<file path="src/rtl/rob_pkg.sv">
package rob_pkg;

  typedef enum logic [1:0] {
    HEAD_IDLE,
    HEAD_RETIRE,
    HEAD_FLUSH
  } head_act_e;

  function automatic head_act_e pick_head(input logic vld, input logic dn, input logic flt);
    if (vld && dn) return flt ? HEAD_FLUSH : HEAD_RETIRE;
    return HEAD_IDLE;
  endfunction

endpackage

</file>
<file path="src/rtl/rob_flags.sv">
module rob_flags #(
  parameter int DEPTH = 16,
  parameter int IDX_W = 4
) (
  input  logic             clk,
  input  logic             rst,
  input  logic             alloc_en,
  input  logic [IDX_W-1:0] alloc_idx,
  input  logic             pop_en,
  input  logic [IDX_W-1:0] pop_idx,
  input  logic             flush_all,
  input  logic             cmp_en,
  input  logic [IDX_W-1:0] cmp_idx,
  input  logic             cmp_gen,
  input  logic             cmp_fault,
  output logic [DEPTH-1:0] valid_o,
  output logic [DEPTH-1:0] done_o,
  output logic [DEPTH-1:0] fault_o,
  output logic [DEPTH-1:0] gen_o,
  output logic             cmp_hit_o
);

  // a writeback lands only on a live, not yet finished slot of the same generation
  assign cmp_hit_o = cmp_en && valid_o[cmp_idx] && (gen_o[cmp_idx] == cmp_gen)
                     && !done_o[cmp_idx];

  for (genvar gi = 0; gi < DEPTH; gi++) begin : g_slot
    logic v_q, d_q, f_q, g_q;
    logic sel_alloc, sel_pop, sel_cmp;

    assign sel_alloc = alloc_en && (alloc_idx == IDX_W'(gi));
    assign sel_pop   = pop_en   && (pop_idx   == IDX_W'(gi));
    assign sel_cmp   = cmp_hit_o && (cmp_idx  == IDX_W'(gi));

    always_ff @(posedge clk) begin
      if (rst) begin
        v_q <= 1'b0;
        d_q <= 1'b0;
        f_q <= 1'b0;
        g_q <= 1'b0;
      end else begin
        if (flush_all) begin
          v_q <= 1'b0;
        end else if (sel_alloc) begin
          v_q <= 1'b1;
          d_q <= 1'b0;
          f_q <= 1'b0;
          g_q <= ~g_q;
        end else if (sel_pop) begin
          v_q <= 1'b0;
        end
        if (sel_cmp) begin
          d_q <= 1'b1;
          f_q <= cmp_fault;
        end
      end
    end

    assign valid_o[gi] = v_q;
    assign done_o[gi]  = d_q;
    assign fault_o[gi] = f_q;
    assign gen_o[gi]   = g_q;
  end

endmodule

</file>
<file path="src/rtl/rob_payload.sv">
module rob_payload #(
  parameter int DEPTH   = 16,
  parameter int IDX_W   = 4,
  parameter int PC_W    = 32,
  parameter int DATA_W  = 32,
  parameter int REG_W   = 5,
  parameter int CAUSE_W = 4
) (
  input  logic               clk,
  input  logic               alloc_en,
  input  logic [IDX_W-1:0]   alloc_idx,
  input  logic [PC_W-1:0]    alloc_pc,
  input  logic [REG_W-1:0]   alloc_dst,
  input  logic               alloc_wen,
  input  logic               wb_en,
  input  logic [IDX_W-1:0]   wb_idx,
  input  logic [DATA_W-1:0]  wb_result,
  input  logic [CAUSE_W-1:0] wb_cause,
  input  logic [IDX_W-1:0]   rd_idx,
  output logic [PC_W-1:0]    rd_pc,
  output logic [REG_W-1:0]   rd_dst,
  output logic               rd_wen,
  output logic [DATA_W-1:0]  rd_result,
  output logic [CAUSE_W-1:0] rd_cause
);

  logic [PC_W-1:0]    pc_mem    [DEPTH];
  logic [REG_W-1:0]   dst_mem   [DEPTH];
  logic               wen_mem   [DEPTH];
  logic [DATA_W-1:0]  res_mem   [DEPTH];
  logic [CAUSE_W-1:0] cause_mem [DEPTH];

  // dispatch-side fields
  always_ff @(posedge clk) begin
    if (alloc_en) begin
      pc_mem[alloc_idx]  <= alloc_pc;
      dst_mem[alloc_idx] <= alloc_dst;
      wen_mem[alloc_idx] <= alloc_wen;
    end
  end

  // writeback-side fields
  always_ff @(posedge clk) begin
    if (wb_en) begin
      res_mem[wb_idx]   <= wb_result;
      cause_mem[wb_idx] <= wb_cause;
    end
  end

  assign rd_pc     = pc_mem[rd_idx];
  assign rd_dst    = dst_mem[rd_idx];
  assign rd_wen    = wen_mem[rd_idx];
  assign rd_result = res_mem[rd_idx];
  assign rd_cause  = cause_mem[rd_idx];

endmodule

</file>
<file path="src/rtl/rob_core.sv">
module rob_core #(
  parameter int DEPTH   = 16,
  parameter int PC_W    = 32,
  parameter int DATA_W  = 32,
  parameter int REG_W   = 5,
  parameter int CAUSE_W = 4,
  parameter logic [PC_W-1:0] RESET_PC = '0,
  localparam int IDX_W  = (DEPTH > 1) ? $clog2(DEPTH) : 1,
  localparam int TAG_W  = IDX_W + 1
) (
  input  logic               clk,
  input  logic               rst,
  input  logic               disp_valid,
  input  logic [PC_W-1:0]    disp_pc,
  input  logic [REG_W-1:0]   disp_dst,
  input  logic               disp_wen,
  output logic               disp_ready,
  output logic [TAG_W-1:0]   disp_tag,
  input  logic               cmp_valid,
  input  logic [TAG_W-1:0]   cmp_tag,
  input  logic [DATA_W-1:0]  cmp_result,
  input  logic               cmp_fault,
  input  logic [CAUSE_W-1:0] cmp_cause,
  output logic               ret_valid,
  output logic [PC_W-1:0]    ret_pc,
  output logic [REG_W-1:0]   ret_dst,
  output logic               ret_wen,
  output logic [DATA_W-1:0]  ret_data,
  output logic [PC_W-1:0]    arch_pc,
  output logic               flush_valid,
  output logic [PC_W-1:0]    flush_pc,
  output logic [CAUSE_W-1:0] flush_cause
);
  import rob_pkg::*;

  localparam int CNT_W = $clog2(DEPTH + 1);

  function automatic logic [IDX_W-1:0] idx_inc(input logic [IDX_W-1:0] p);
    return (p == IDX_W'(DEPTH - 1)) ? '0 : p + 1'b1;
  endfunction

  logic [IDX_W-1:0]   head_q, tail_q;
  logic [CNT_W-1:0]   count_q;
  logic [DEPTH-1:0]   valid_v, done_v, fault_v, gen_v;
  logic               cmp_hit, alloc;
  head_act_e          act;
  logic [PC_W-1:0]    head_pc;
  logic [REG_W-1:0]   head_dst;
  logic               head_wen;
  logic [DATA_W-1:0]  head_res;
  logic [CAUSE_W-1:0] head_cause;

  assign act        = pick_head(valid_v[head_q], done_v[head_q], fault_v[head_q]);
  assign disp_ready = (count_q != CNT_W'(DEPTH)) && (act != HEAD_FLUSH);
  assign alloc      = disp_valid && disp_ready;
  assign disp_tag   = {~gen_v[tail_q], tail_q};

  rob_flags #(.DEPTH(DEPTH), .IDX_W(IDX_W)) i_flags (
    .clk       (clk),
    .rst       (rst),
    .alloc_en  (alloc),
    .alloc_idx (tail_q),
    .pop_en    (act == HEAD_RETIRE),
    .pop_idx   (head_q),
    .flush_all (act == HEAD_FLUSH),
    .cmp_en    (cmp_valid),
    .cmp_idx   (cmp_tag[IDX_W-1:0]),
    .cmp_gen   (cmp_tag[IDX_W]),
    .cmp_fault (cmp_fault),
    .valid_o   (valid_v),
    .done_o    (done_v),
    .fault_o   (fault_v),
    .gen_o     (gen_v),
    .cmp_hit_o (cmp_hit)
  );

  rob_payload #(
    .DEPTH(DEPTH), .IDX_W(IDX_W), .PC_W(PC_W), .DATA_W(DATA_W),
    .REG_W(REG_W), .CAUSE_W(CAUSE_W)
  ) i_payload (
    .clk       (clk),
    .alloc_en  (alloc),
    .alloc_idx (tail_q),
    .alloc_pc  (disp_pc),
    .alloc_dst (disp_dst),
    .alloc_wen (disp_wen),
    .wb_en     (cmp_hit),
    .wb_idx    (cmp_tag[IDX_W-1:0]),
    .wb_result (cmp_result),
    .wb_cause  (cmp_cause),
    .rd_idx    (head_q),
    .rd_pc     (head_pc),
    .rd_dst    (head_dst),
    .rd_wen    (head_wen),
    .rd_result (head_res),
    .rd_cause  (head_cause)
  );

  always_ff @(posedge clk) begin
    if (rst) begin
      head_q      <= '0;
      tail_q      <= '0;
      count_q     <= '0;
      ret_valid   <= 1'b0;
      ret_pc      <= '0;
      ret_dst     <= '0;
      ret_wen     <= 1'b0;
      ret_data    <= '0;
      arch_pc     <= RESET_PC;
      flush_valid <= 1'b0;
      flush_pc    <= '0;
      flush_cause <= '0;
    end else begin
      ret_valid   <= 1'b0;
      flush_valid <= 1'b0;
      if (act == HEAD_RETIRE) begin
        ret_valid <= 1'b1;
        ret_pc    <= head_pc;
        ret_dst   <= head_dst;
        ret_wen   <= head_wen;
        ret_data  <= head_res;
        arch_pc   <= head_pc;
        head_q    <= idx_inc(head_q);
      end
      if (act == HEAD_FLUSH) begin
        flush_valid <= 1'b1;
        flush_pc    <= head_pc;
        flush_cause <= head_cause;
        tail_q      <= head_q;
        count_q     <= '0;
      end else begin
        if (alloc) tail_q <= idx_inc(tail_q);
        count_q <= count_q + CNT_W'(alloc) - CNT_W'(act == HEAD_RETIRE);
      end
    end
  end

endmodule

</file>
<file path="config.mk">
export PLATFORM = sky130hd
export DESIGN_NAME = rob_core
export DESIGN_NICKNAME = d
export VERILOG_FILES = /design/src/rtl/rob_pkg.sv /design/src/rtl/rob_flags.sv /design/src/rtl/rob_payload.sv /design/src/rtl/rob_core.sv
export SDC_FILE = /design/constraint.sdc
export NUM_CORES = 1
export LEC_CHECK = 0
export ABC_AREA = 1
export BUFFER_PORTS_ARGS = -buffer_cell sky130_fd_sc_hd__buf_2
export CAP_MARGIN = 0
export CORE_AREA = 2 2 391 393
export CTS_BUF_LIST = sky130_fd_sc_hd__clkbuf_4
export DETAILED_ROUTE_END_ITERATION = 12
export DIE_AREA = 0 0 393 395
export GPL_TIMING_DRIVEN = 1
export PLACE_DENSITY = 0.59
export RECOVER_POWER = 50
export SETUP_SLACK_MARGIN = 0.1
export SLEW_MARGIN = 20
export SYNTH_ARGS = -nofsm -noshare
export SYNTH_HDL_FRONTEND = slang
export SYNTH_HIERARCHICAL = 1
export SYNTH_SLANG_ARGS = --single-unit
</file>
<file path="constraint.sdc">
create_clock -name clk -period 4 [get_ports clk]
set_clock_uncertainty 0.15 [all_clocks]
set_input_delay 0.6 -clock clk [delete_from_list [all_inputs] [get_ports clk]]
set_output_delay 0.6 -clock clk [all_outputs]
set_load 0.02 [all_outputs]
</file>
After elaboration in Yosys (flattened, before gate mapping)
Memory sizes are Yosys's and may differ from the RTL's. A register that Yosys moved wholly into a read port is not among the register bits.
Index checks and enable logic that the tools add are counted.
{"block": "classes", "mux": 126, "n_reduce_logical": 124, "shifts": 0, "multipliers": 0, "n_addsub": 4, "div": 0, "bitwise_logic": 18, "eq_ne": 66, "magnitude_cmp": 3}
{"cell": "two-way mux 1 bit", "n": 110}
{"cell": "== test 4 bit, second input constant", "n": 24}
{"cell": "nonzero test 2 bit", "n": 33}
{"cell": "AND reduction 2 bit", "n": 32}
{"cell": "logical AND 1 bit", "n": 54}
{"cell": "== test 4 x 3 -> 1 bit, second input constant", "n": 12}
{"cell": "!= test 2 bit, second input constant", "n": 17}
{"cell": "binary-select mux 1 bit (select 4 bit)", "n": 7}
{"cell": "== test 4 x 2 -> 1 bit, second input constant", "n": 6}
{"cell": "two-way mux 4 bit", "n": 6}
{"cell": "inverter 1 bit", "n": 18}
{"cell": "< comparator 4 x 5 -> 1 bit, second input constant", "n": 3}
{"cell": "== test 4 x 1 -> 1 bit, second input constant", "n": 3}
{"cell": "logical NOT 4 bit", "n": 3}
{"cell": "adder 4 x 1 -> 4 bit, second input constant", "n": 2}
{"cell": "two-way mux 2 bit", "n": 3}
{"cell": "adder 5 x 1 -> 5 bit", "n": 1}
{"cell": "!= test 5 bit, second input constant", "n": 1}
{"cell": "subtractor 5 x 1 -> 5 bit", "n": 1}
{"cell": "== test 2 x 1 -> 1 bit, second input constant", "n": 1}
{"cell": "== test 2 bit, second input constant", "n": 1}
{"cell": "OR reduction 2 bit", "n": 1}
{"cell": "== test 1 bit", "n": 1}
{"cell": "logical NOT 1 bit", "n": 1}
{"block": "word_totals", "n_memories": 5, "latchBits": 0, "regBits": 143, "inputBits": 84, "romBits": 0, "ram_bits": 1184}
{"name": "i_payload.pc_mem", "words": 16, "word_bits": 32, "read_ports": 1, "rd_clocked_by_memory_dff": 1, "write_ports": 1, "line_no": "rob_payload.sv:27", "text": "logic [PC_W-1:0] pc_mem [DEPTH];"}
{"name": "i_payload.res_mem", "words": 16, "word_bits": 32, "read_ports": 1, "rd_clocked_by_memory_dff": 1, "write_ports": 1, "line_no": "rob_payload.sv:30", "text": "logic [DATA_W-1:0] res_mem [DEPTH];"}
{"name": "i_payload.dst_mem", "words": 16, "word_bits": 5, "read_ports": 1, "rd_clocked_by_memory_dff": 1, "write_ports": 1, "line_no": "rob_payload.sv:28", "text": "logic [REG_W-1:0] dst_mem [DEPTH];"}
{"name": "i_payload.cause_mem", "words": 16, "word_bits": 4, "read_ports": 1, "rd_clocked_by_memory_dff": 1, "write_ports": 1, "line_no": "rob_payload.sv:31", "text": "logic [CAUSE_W-1:0] cause_mem [DEPTH];"}
{"name": "i_payload.wen_mem", "words": 16, "word_bits": 1, "read_ports": 1, "rd_clocked_by_memory_dff": 1, "write_ports": 1, "line_no": "rob_payload.sv:29", "text": "logic wen_mem [DEPTH];"}

Longest topological paths before layout
Gate-level depths: netlist of run 1.
{"block": "depth", "depth_word": 12, "mapped_depth": 27}

Hierarchy
The synthesis of run 1 kept the hierarchy.
{"mod": "rob_payload", "n_inst": 1, "seq_area_each_um2": 35554.1, "area_each_um2": 51082.7, "cells_each": 4820}
{"mod": "rob_core", "n_inst": 1, "seq_area_each_um2": 2422.3, "area_each_um2": 5292.6, "cells_each": 710}
{"mod": "rob_flags", "n_inst": 1, "seq_area_each_um2": 1281.2, "area_each_um2": 3709.8, "cells_each": 599}

Worst setup path before layout of run 1
Ideal clock, no wire load.
{"block": "synth_path", "path_kind": "register to register", "from": "register head_q[1]", "to": "memory i_payload.dst_mem[10][0], enable pin", "arrival_ns": 3.687, "required_time_ns": 3.417, "stages_incl_launch_ff": 18, "path_buffers": 1, "setup_slack_ns": -0.270, "path_cell_list": "dfxtp_1 > buf_4 > inv_4 > nand2_1 > nor2_1 > nor2_1 > nand2_1 > nand2_1 > nand2_1 > inv_2 > nand2_2 > nand2_4 > inv_4 > nor2_1 > nand2_1 > inv_1 > nand3_1 > nor2_1"}
{"block": "synth_between", "elab_chain_len": 10, "elab_cells_between_ends": 16, "classes_between": "eq/ne (1); mux (12); reduce/logical (3)"}
{"element": "start, declared", "line_no": "rob_core.sv:42", "text": "logic [IDX_W-1:0] head_q, tail_q;"}
{"element": "start signal, assigned", "line_no": "rob_core.sv:123", "text": "head_q <= idx_inc(head_q);"}
{"element": "binary-select mux 1 bit (select 4 bit)", "line_no": "rob_core.sv:53", "text": "assign act = pick_head(valid_v[head_q], done_v[head_q], fault_v[head_q]);"}
{"element": "two-way mux 1 bit (not written as such)", "line_no": "rob_core.sv:53"}
{"element": "two-way mux 2 bit / logical AND 1 bit (equally long branches)", "line_no": "rob_pkg.sv:10", "text": "if (vld && dn) return flt ? HEAD_FLUSH : HEAD_RETIRE;"}
{"element": "two-way mux 2 bit / two-way mux 1 bit (equally long branches)", "line_no": "rob_pkg.sv:10"}
{"element": "two-way mux 2 bit *", "line_no": "rob_pkg.sv:11", "text": "return HEAD_IDLE;"}
{"element": "!= test 2 bit *", "line_no": "rob_core.sv:54", "text": "assign disp_ready = (count_q != CNT_W'(DEPTH)) && (act != HEAD_FLUSH);"}
{"element": "logical AND 1 bit *", "line_no": "rob_core.sv:54"}
{"element": "named net disp_ready", "line_no": "rob_core.sv:17", "text": "output logic disp_ready,"}
{"element": "logical AND 1 bit *", "line_no": "rob_core.sv:55", "text": "assign alloc = disp_valid && disp_ready;"}
{"element": "named net alloc", "line_no": "rob_core.sv:45", "text": "logic cmp_hit, alloc;"}
{"element": "two-way mux 1 bit *", "line_no": "rob_payload.sv:35", "text": "if (alloc_en) begin"}
{"element": "two-way mux 1 bit (not written as such) *", "line_no": "rob_payload.sv:37", "text": "dst_mem[alloc_idx] <= alloc_dst;"}
{"element": "end, declared", "line_no": "rob_payload.sv:28"}
The timed path passes the listed nets; every way through them passes the cells marked *. The select of a mux whose other input is x is not followed.

Worst setup path after layout of run 1
{"block": "layout_path", "from": "input port cmp_tag[0]", "to": "memory i_payload.res_mem[5][19], enable pin"}
{"block": "layout_between", "elab_chain_len": 7, "elab_cells_between_ends": 13, "classes_between": "eq/ne (1); mux (8); reduce/logical (4)"}
{"element": "start, declared", "line_no": "rob_core.sv:20", "text": "input logic [TAG_W-1:0] cmp_tag,"}
{"element": "binary-select mux 1 bit (select 4 bit)", "line_no": "rob_flags.sv:24", "text": "assign cmp_hit_o = cmp_en && valid_o[cmp_idx] && (gen_o[cmp_idx] == cmp_gen)"}
{"element": "two-way mux 1 bit (not written as such)", "line_no": "rob_flags.sv:24"}
{"element": "== test 1 bit / logical AND 1 bit (equally long branches)", "line_no": "rob_flags.sv:24"}
{"element": "logical AND 1 bit", "line_no": "rob_flags.sv:24"}
{"element": "logical AND 1 bit *", "line_no": "rob_flags.sv:25", "text": "&& !done_o[cmp_idx];"}
{"element": "named net cmp_hit", "line_no": "rob_core.sv:45"}
{"element": "two-way mux 1 bit *", "line_no": "rob_payload.sv:44", "text": "if (wb_en) begin"}
{"element": "two-way mux 1 bit (not written as such) *", "line_no": "rob_payload.sv:45", "text": "res_mem[wb_idx] <= wb_result;"}
{"element": "end, declared", "line_no": "rob_payload.sv:30"}
Marks and branches as above.

==> summary.txt, run 1 <==
Grt met1 use = 30.0%
Max_cap viols = 2
Slew headroom = -31.9%
Die area = 155000 sq um
Met3 usage = 5.12%
1st-iter DRT viols = 3895
Final period util = 92.4%
Sw Pwr = 6800 uW
Clk pwr share = 41.3%
Fin util = 45.2%
Die Y = 395 microns
P_leak = 0.0288 uW
DRC Markers = 0
Worst Setup End Kind = flip-flop
Syn_area_per_cell = 9.80 sq um
Clk Latency, worst-skew pair = 1.28 ns
Antenna-violating nets left = 0
Logic gate share of total power = 4.9%
H-Tree Depth = 5
VDD IR max = 0.277 mV
Largest net degree at the start of global routing = 204
Synthesized Nets = 6222
Vias in the first global route = 41.2k
Post-detail-place hpwl = 92700 microns
Port Buffer Count = 229
CP required = 4.64 ns
GRT Max-Usage Layer = met2
Num CTS Buffers = 376
Initial Util = 39.7%
Setup crit start kind = primary input
Power Total = 29500 uW
Sequential share of power = 53.8%
Fin. Hold Viols = 0
Via count = 43.3k
Status = finished, violations left
Pwr Density = 431 nW/um^2
Warning count from the yosys run = 6
Post-Synthesis Cells = 6129
Fin Setup TNS = 0 ns
Max Slew Vio Count = 64
RSZ-0062 raised after global routing = no
First-pass GRT wire length = 254000 microns
Via density = 4.88
Number of fill cells in the layout = 14.4k
GPL Wtd Cong = 0.913
Clock root buffer = clkbuf_4
Switching share of power = 23.1%
Worst Hold Class = in2reg
GR Overflow Total = 0
Area growth, synth to finish = 13.7%
Layout cells sized above 1 = 11.3%
Min Tclk post-route = 3.69 ns
FP Rows = 143
Synth Register Bits = 1369
Arrival time worst endpoint = 4.33 ns
Slew @ Worst Pin = 1.98 ns
Clk slew on worst S/H paths = 0.06 ns
CTS max path bufs = 4
Router iterations before antenna repair = 5
Total GRT Usage = 21.6%
Post-Syn Area = 60100 sq um
Initial antenna violation count = 17
# nets final = 6671
CTS tree = done
WHS = 0.201 ns
# IOs = 230
Crit-path max FO = 25
CP Class = in2reg
Die X = 393 microns
Synth unique cells = 41
Core ar. = 151000 sq um
Met2 usage = 33.4%
Int Power = 22700 uW
Final Routed Wirelength = 169000 microns
CTS Sinks = 1369
Sequential fraction of the synthesis area = 65.3%
Failing checks = max-capacitance violations, max-slew violations
Fmax = 0.271 GHz
DR WL/cell = 19.1 microns
Final setup vio count = 0
repair_timing:
action,4_1_cts,5_1_grt
hold buffers,122,0
endpoints found under the hold margin,1329,0
setup buffers,0,7
setup endpoints to repair,0,2
resized for setup,0,1
cells in the mapped netlist:
master / number / area (sq um)
nand2_1: 1855 / 6960
edfxtp_1: 1184 / 35600
inv_1: 1011 / 3790
nand3_1: 975 / 4880
nor2_1: 236 / 886
dfxtp_1: 185 / 3700
buf_2: 146 / 731
buf_4: 113 / 848
a21oi_1: 103 / 515
o21ai_0: 86 / 430
buf_6: 79 / 890
clkbuf_1: 46 / 173
o21ai_1: 44 / 220
buf_1: 10 / 37.5
ha_1: 8 / 100
nor3_1: 8 / 40.0
inv_2: 5 / 18.8
inv_4: 3 / 18.8
buf_8: 2 / 30.0
clkbuf_2: 2 / 10.0
nand2_2: 2 / 12.5
nand2_4: 2 / 22.5
nand3b_1: 2 / 15.0
o211ai_1: 2 / 15.0
o31ai_1: 2 / 15.0
or2_2: 2 / 12.5
xor2_1: 2 / 17.5
a21boi_1: 1 / 7.51
a21oi_4: 1 / 16.3
a221o_1: 1 / 10.0
a221oi_1: 1 / 8.76
a31oi_1: 1 / 6.26
and2_1: 1 / 6.26
and3_1: 1 / 6.26
clkinv_1: 1 / 3.75
fa_1: 1 / 20.0
inv_6: 1 / 8.76
mux2i_1: 1 / 10.0
nor2_4: 1 / 11.3
o21bai_1: 1 / 7.51
o32ai_1: 1 / 8.76
routing by layer:
metal	wire length, microns	vias to the layer above
met1	73700	20500
met3	14400	287
met5	118	-
li1	-	20800
met2	77100	1727
met4	3780	18
layout make-up:
cell class	count	area (sq um)	share of cell area, %
repair buffers	469	3500	5.13
diodes	13	32.5	0.0476
clock buffers	556	4170	6.11
inverters	1021	3890	5.69
flip-flops and latches	1369	39300	57.5
well taps	2030	2540	3.72
multi-input cells	3341	14500	21.2
clock inverters	77	388	0.568
state kept, by name, summed over array words and instances (netlist names), 32 cells and up:
name	cells
ret_data	32
arch_pc	32
i_payload/pc_mem	512
i_payload/cause_mem	64
flush_pc	32
i_payload/dst_mem	80
i_payload/res_mem	512
kinds of logic (layout without fill, tap and decap cells):
kind of cell | count (synthesis) | after routing | share of synthesized area [%]
AO/OA/AOI/OAI | 244 | 244 | 2.10
XOR/XNOR | 2 | 2 | 0.0292
adder cells (fa/ha/maj) | 9 | 9 | 0.200
buffers and inverters | 1419 | 2123 | 10.9
flip-flops | 1369 | 1369 | 65.3
multiplexers | 1 | 1 | 0.0167
other | 0 | 13 | 0
AND/OR/NAND/NOR | 3085 | 3085 | 21.4
power groups by stage:
stage / Sequential, uW / Clock (uW) / Combinational (uW)
after floorplan: 16200 / 0 / 668
after global placement: 16100 / 0 / 1320
after detailed placement: 16100 / 0 / 1340
after CTS: 15800 / 12500 / 1440
after global routing: 15900 / 13300 / 1580
final: 15800 / 12200 / 1440
worst max-delay path, cell delays in order:
cell and delay, ns:
dlygate4sd3_1 0.55, buf_2 0.26, clkbuf_1 0.23, nor2_1 0.41
nand2_1 0.09, nand3_1 0.11, nand2_1 0.05, nand2_1 0.07
nor2_1 0.06, nor2_4 0.10, and2_0 0.49, nand3_1 0.16
clkbuf_1 0.27, nor2_4 0.15, clkbuf_2 0.69
through the flow:
| stage | instances | cell area, sq um | setup slack, ns |
|---|---|---|---|
| after detailed placement | 8101 | 62700 | 0.243 |
| after CTS | 8856 | 68500 | 0.128 |
| after floorplan | 6129 | 60100 | -0.270 |
| after global routing | 8875 | 68300 | 0.122 |
| after global placement | 8101 | 62700 | 0.268 |
| final | 8876 | 68300 | 0.305 |
final timing paths:
| path | start | to | slack [ns] | depth (start not counted) |
|---|---|---|---|---|
| setup / recovery | cmp_tag[0] | i_payload/res_mem[5][19] | 0.31 | 15 |
| hold / removal | rst | flush_pc[30] | 0.20 | 3 |
| setup reg to reg | head_q[0] | ret_data[14] | 0.42 | 12 |
| hold reg to reg | flush_pc[28] | flush_pc[28] | 0.33 | 2 |
placed cells by master, fill, tap and decap left out, types with 8 or more instances in the layout:
master,count
a21oi_1,103
o21ai_0,86
nor3_1,8
clkbuf_4,556
dlygate4sd3_1,122
nor2_4,33
diode_2,13
clkinv_1,55
ha_1,8
buf_12,42
dfxtp_1,181
nand3_1,975
buf_4,67
inv_1,1009
buf_2,25
inv_2,10
clkinv_2,13
nor2_1,203
o21ai_1,44
nand2_1,1855
clkbuf_1,208
edfxtp_1,1184
No activity file was read; power rests on OpenSTA's default activity.
==> inputs of run 2 (changes only) <==
--- a/config.mk
+++ b/config.mk
@@ -13,7 +13,7 @@
 export DETAILED_ROUTE_END_ITERATION = 12
 export DIE_AREA = 0 0 393 395
 export GPL_TIMING_DRIVEN = 1
-export PLACE_DENSITY = 0.59
+export PLACE_DENSITY = 0.63
 export RECOVER_POWER = 50
 export SETUP_SLACK_MARGIN = 0.1
 export SLEW_MARGIN = 20
==> run 2 against run 1 <==
Against the previous run:
- the flow now finishes without violations
- register-to-register slack lost 0.16 ns
- sequential share of layout area grew 0.20 points
- combinational power shrank 4%
- clock power is essentially flat
- routed wire length shrank 1.2%
- critical path depth shrank 3
==> summary.txt, run 2 (synthesized netlist as in run 1, its figures left out) <==
Via count = 43.6k (was 43.3k)
Die Y = 395 microns (unchanged)
Arrival time worst endpoint = 3.01 ns (was 4.33 ns)
Die area = 155000 sq um (unchanged)
# nets final = 6657 (was 6671)
DP Area = 62700 sq um (about the same)
H-Tree Depth = 5 (unchanged)
Antenna-violating nets left = 0 (unchanged)
Initial antenna violation count = 20 (was 17)
P_leak = 0.0288 uW (about the same)
# IOs = 230 (unchanged)
Total GRT Usage = 21.4% (was 21.6%)
Via density = 4.92 (was 4.88)
Biggest regs = i_payload/pc_mem x512, i_payload/res_mem x512, i_payload/dst_mem x80 (unchanged)
CTS Sinks = 1369 (unchanged)
CP required = 3.25 ns (was 4.64 ns)
FP Rows = 143 (unchanged)
Port Buffer Count = 229 (unchanged)
Max Slew Vio Count = 0 (was 64)
Initial Util = 39.7% (unchanged)
Vias in the first global route = 42.6k (was 41.2k)
Clk slew on worst S/H paths = 0.08 ns (was 0.06 ns)
Fmax = 0.266 GHz (was 0.271 GHz)
Core ar. = 151000 sq um (unchanged)
Fin. Hold Viols = 0 (unchanged)
Final Routed Wirelength = 167000 microns (was 169000 microns)
Met1 WL = 71500 microns (was 73700 microns)
Met3 wire length = 13500 microns (was 14400 microns)
Area growth, synth to finish = 13.3% (was 13.7%)
Number of fill cells in the layout = 14.3k (was 14.4k)
Max layer used = met5 (unchanged)
Final period util = 94.0% (was 92.4%)
Max_cap viols = 0 (was 2)
Slew headroom = 2.50% (was -31.9%)
Crit-path max FO = 7 (was 25)
Routed wire length on met2 = 77200 microns (was 77100 microns)
Slew @ Worst Pin = 1.46 ns (was 1.98 ns)
Final WS setup = 0.239 ns (was 0.305 ns)
Placement Setup Slack = 0.327 ns (was 0.243 ns)
Worst Setup End Kind = output pin (was flip-flop)
GR Overflow Total = 0 (unchanged)
CTS tree = done (unchanged)
Final setup vio count = 0 (unchanged)
Die X = 393 microns (unchanged)
CP Class = reg2out (was in2reg)
Post-detail-place hpwl = 96100 microns (was 92700 microns)
Pwr Density = 429 nW/um^2 (was 431 nW/um^2)
Num CTS Buffers = 366 (was 376)
Status = finished, final reports clean (was finished, violations left)
Min Tclk post-route = 3.76 ns (was 3.69 ns)
Layout Cells excl Fill = 8857 (was 8876)
Largest net degree at the start of global routing = 210 (was 204)
Setup crit start kind = flip-flop (was primary input)
Clk Latency, worst-skew pair = 1.30 ns (was 1.28 ns)
RSZ-0062 raised after global routing = no (unchanged)
DRC Markers = 0 (unchanged)
CTS max path bufs = 4 (unchanged)
Layout cells sized above 1 = 11.4% (was 11.3%)
First-pass GRT wire length = 253000 microns (was 254000 microns)
Most frequent cells in the layout = nand2_1, edfxtp_1, inv_1 (unchanged)
Worst Hold Class = in2reg (unchanged)
1st-iter DRT viols = 4403 (was 3895)
GPL Wtd Cong = 0.896 (was 0.913)
DR WL/cell = 18.9 microns (was 19.1 microns)
VDD IR max = 0.263 mV (was 0.277 mV)
Router iterations before antenna repair = 5 (unchanged)
Post-Layout Inst Area = 68100 sq um (was 68300 sq um)
Post-Place Cells = 8110 (was 8101)
Clock root buffer = clkbuf_4 (unchanged)
Commonest non-fill, non-tap cell in the layout = nand2_1 (unchanged)
run 2: cell count changes in the layout (fill, tap and decap cells not counted), moves of 3 or more:
cell,delta
clkbuf_4,-5
dlygate4sd3_1,-14
clkinv_2,-3
diode_2,-4
dfxtp_1,-3
buf_4,+21
dfxtp_2,+3
buf_12,-7
run 2: worst paths after layout:
check               startpoint                     end  slack, ns  cells after the start
hold / removal       cmp_fault  i_flags/g_slot[13].f_q       0.21                      4
setup reg to reg     head_q[1]  i_flags/g_slot[12].f_q       0.26                     24
setup / recovery     head_q[1]              disp_ready       0.24                     12
hold reg to reg   flush_pc[30]            flush_pc[30]       0.33                      2
run 2: area by class of cell:
type | instances | area (sq um) | share of cell area (%)
inverters | 1021 | 3890 | 5.71
clock inverters | 73 | 365 | 0.537
multi-input cells | 3341 | 14500 | 21.3
repair buffers | 465 | 3360 | 4.94
clock buffers | 549 | 4120 | 6.05
flip-flops and latches | 1369 | 39300 | 57.7
diodes | 9 | 22.5 | 0.0331
well taps | 2030 | 2540 | 3.73
run 2: timing repair:
action / in CTS / in global routing
setup endpoints to repair: 2 / 3
endpoints found under the hold margin: 1244 / 0
hold buffers: 108 / 0
buffers inserted: 5 / 3
resized for setup: 3 / 4
run 2: stage by stage:
stage | power [uW] | hold WS (ns) | setup TNS (ns) | util (%)
after floorplan | 16800 | 0.294 | -82.20 | -
after detailed placement | 17400 | 0.316 | 0 | 41.5
after global routing | 30400 | 0.118 | 0 | 45.0
final | 29200 | 0.210 | 0 | 45.0
after global placement | 17400 | 0.307 | 0 | 41.5
after CTS | 29500 | 0.000687 | 0 | 45.2
run 2: where the power goes:
group          internal [uW]  switching [uW]  total [uW]
Combinational            382             994        1380
Sequential             15800             102       15900
Clock                   6400            5580       12000
Total                  22500            6680       29200
run 2: critical path: stages, from the launching register on:
cell      delay [ns]
dfxtp_4         0.42
buf_4           0.19
nand3_1         0.10
nand3_1         0.09
nand3_1         0.07
nand2_1         0.09
nand2_2         0.08
nand2_1         0.18
nand2_4         0.08
inv_4           0.07
nor2_2          0.04
buf_4           0.15
clkbuf_4        0.17
run 2: metal layers:
| metal | up-vias | track usage (%) |
|---|---|---|
| met2 | 1670 | 33.5 |
| met3 | 300 | 4.94 |
| met5 | - | 0 |
| met1 | 20800 | 29.1 |
| li1 | 20700 | - |
| met4 | 18 | 7.74 |
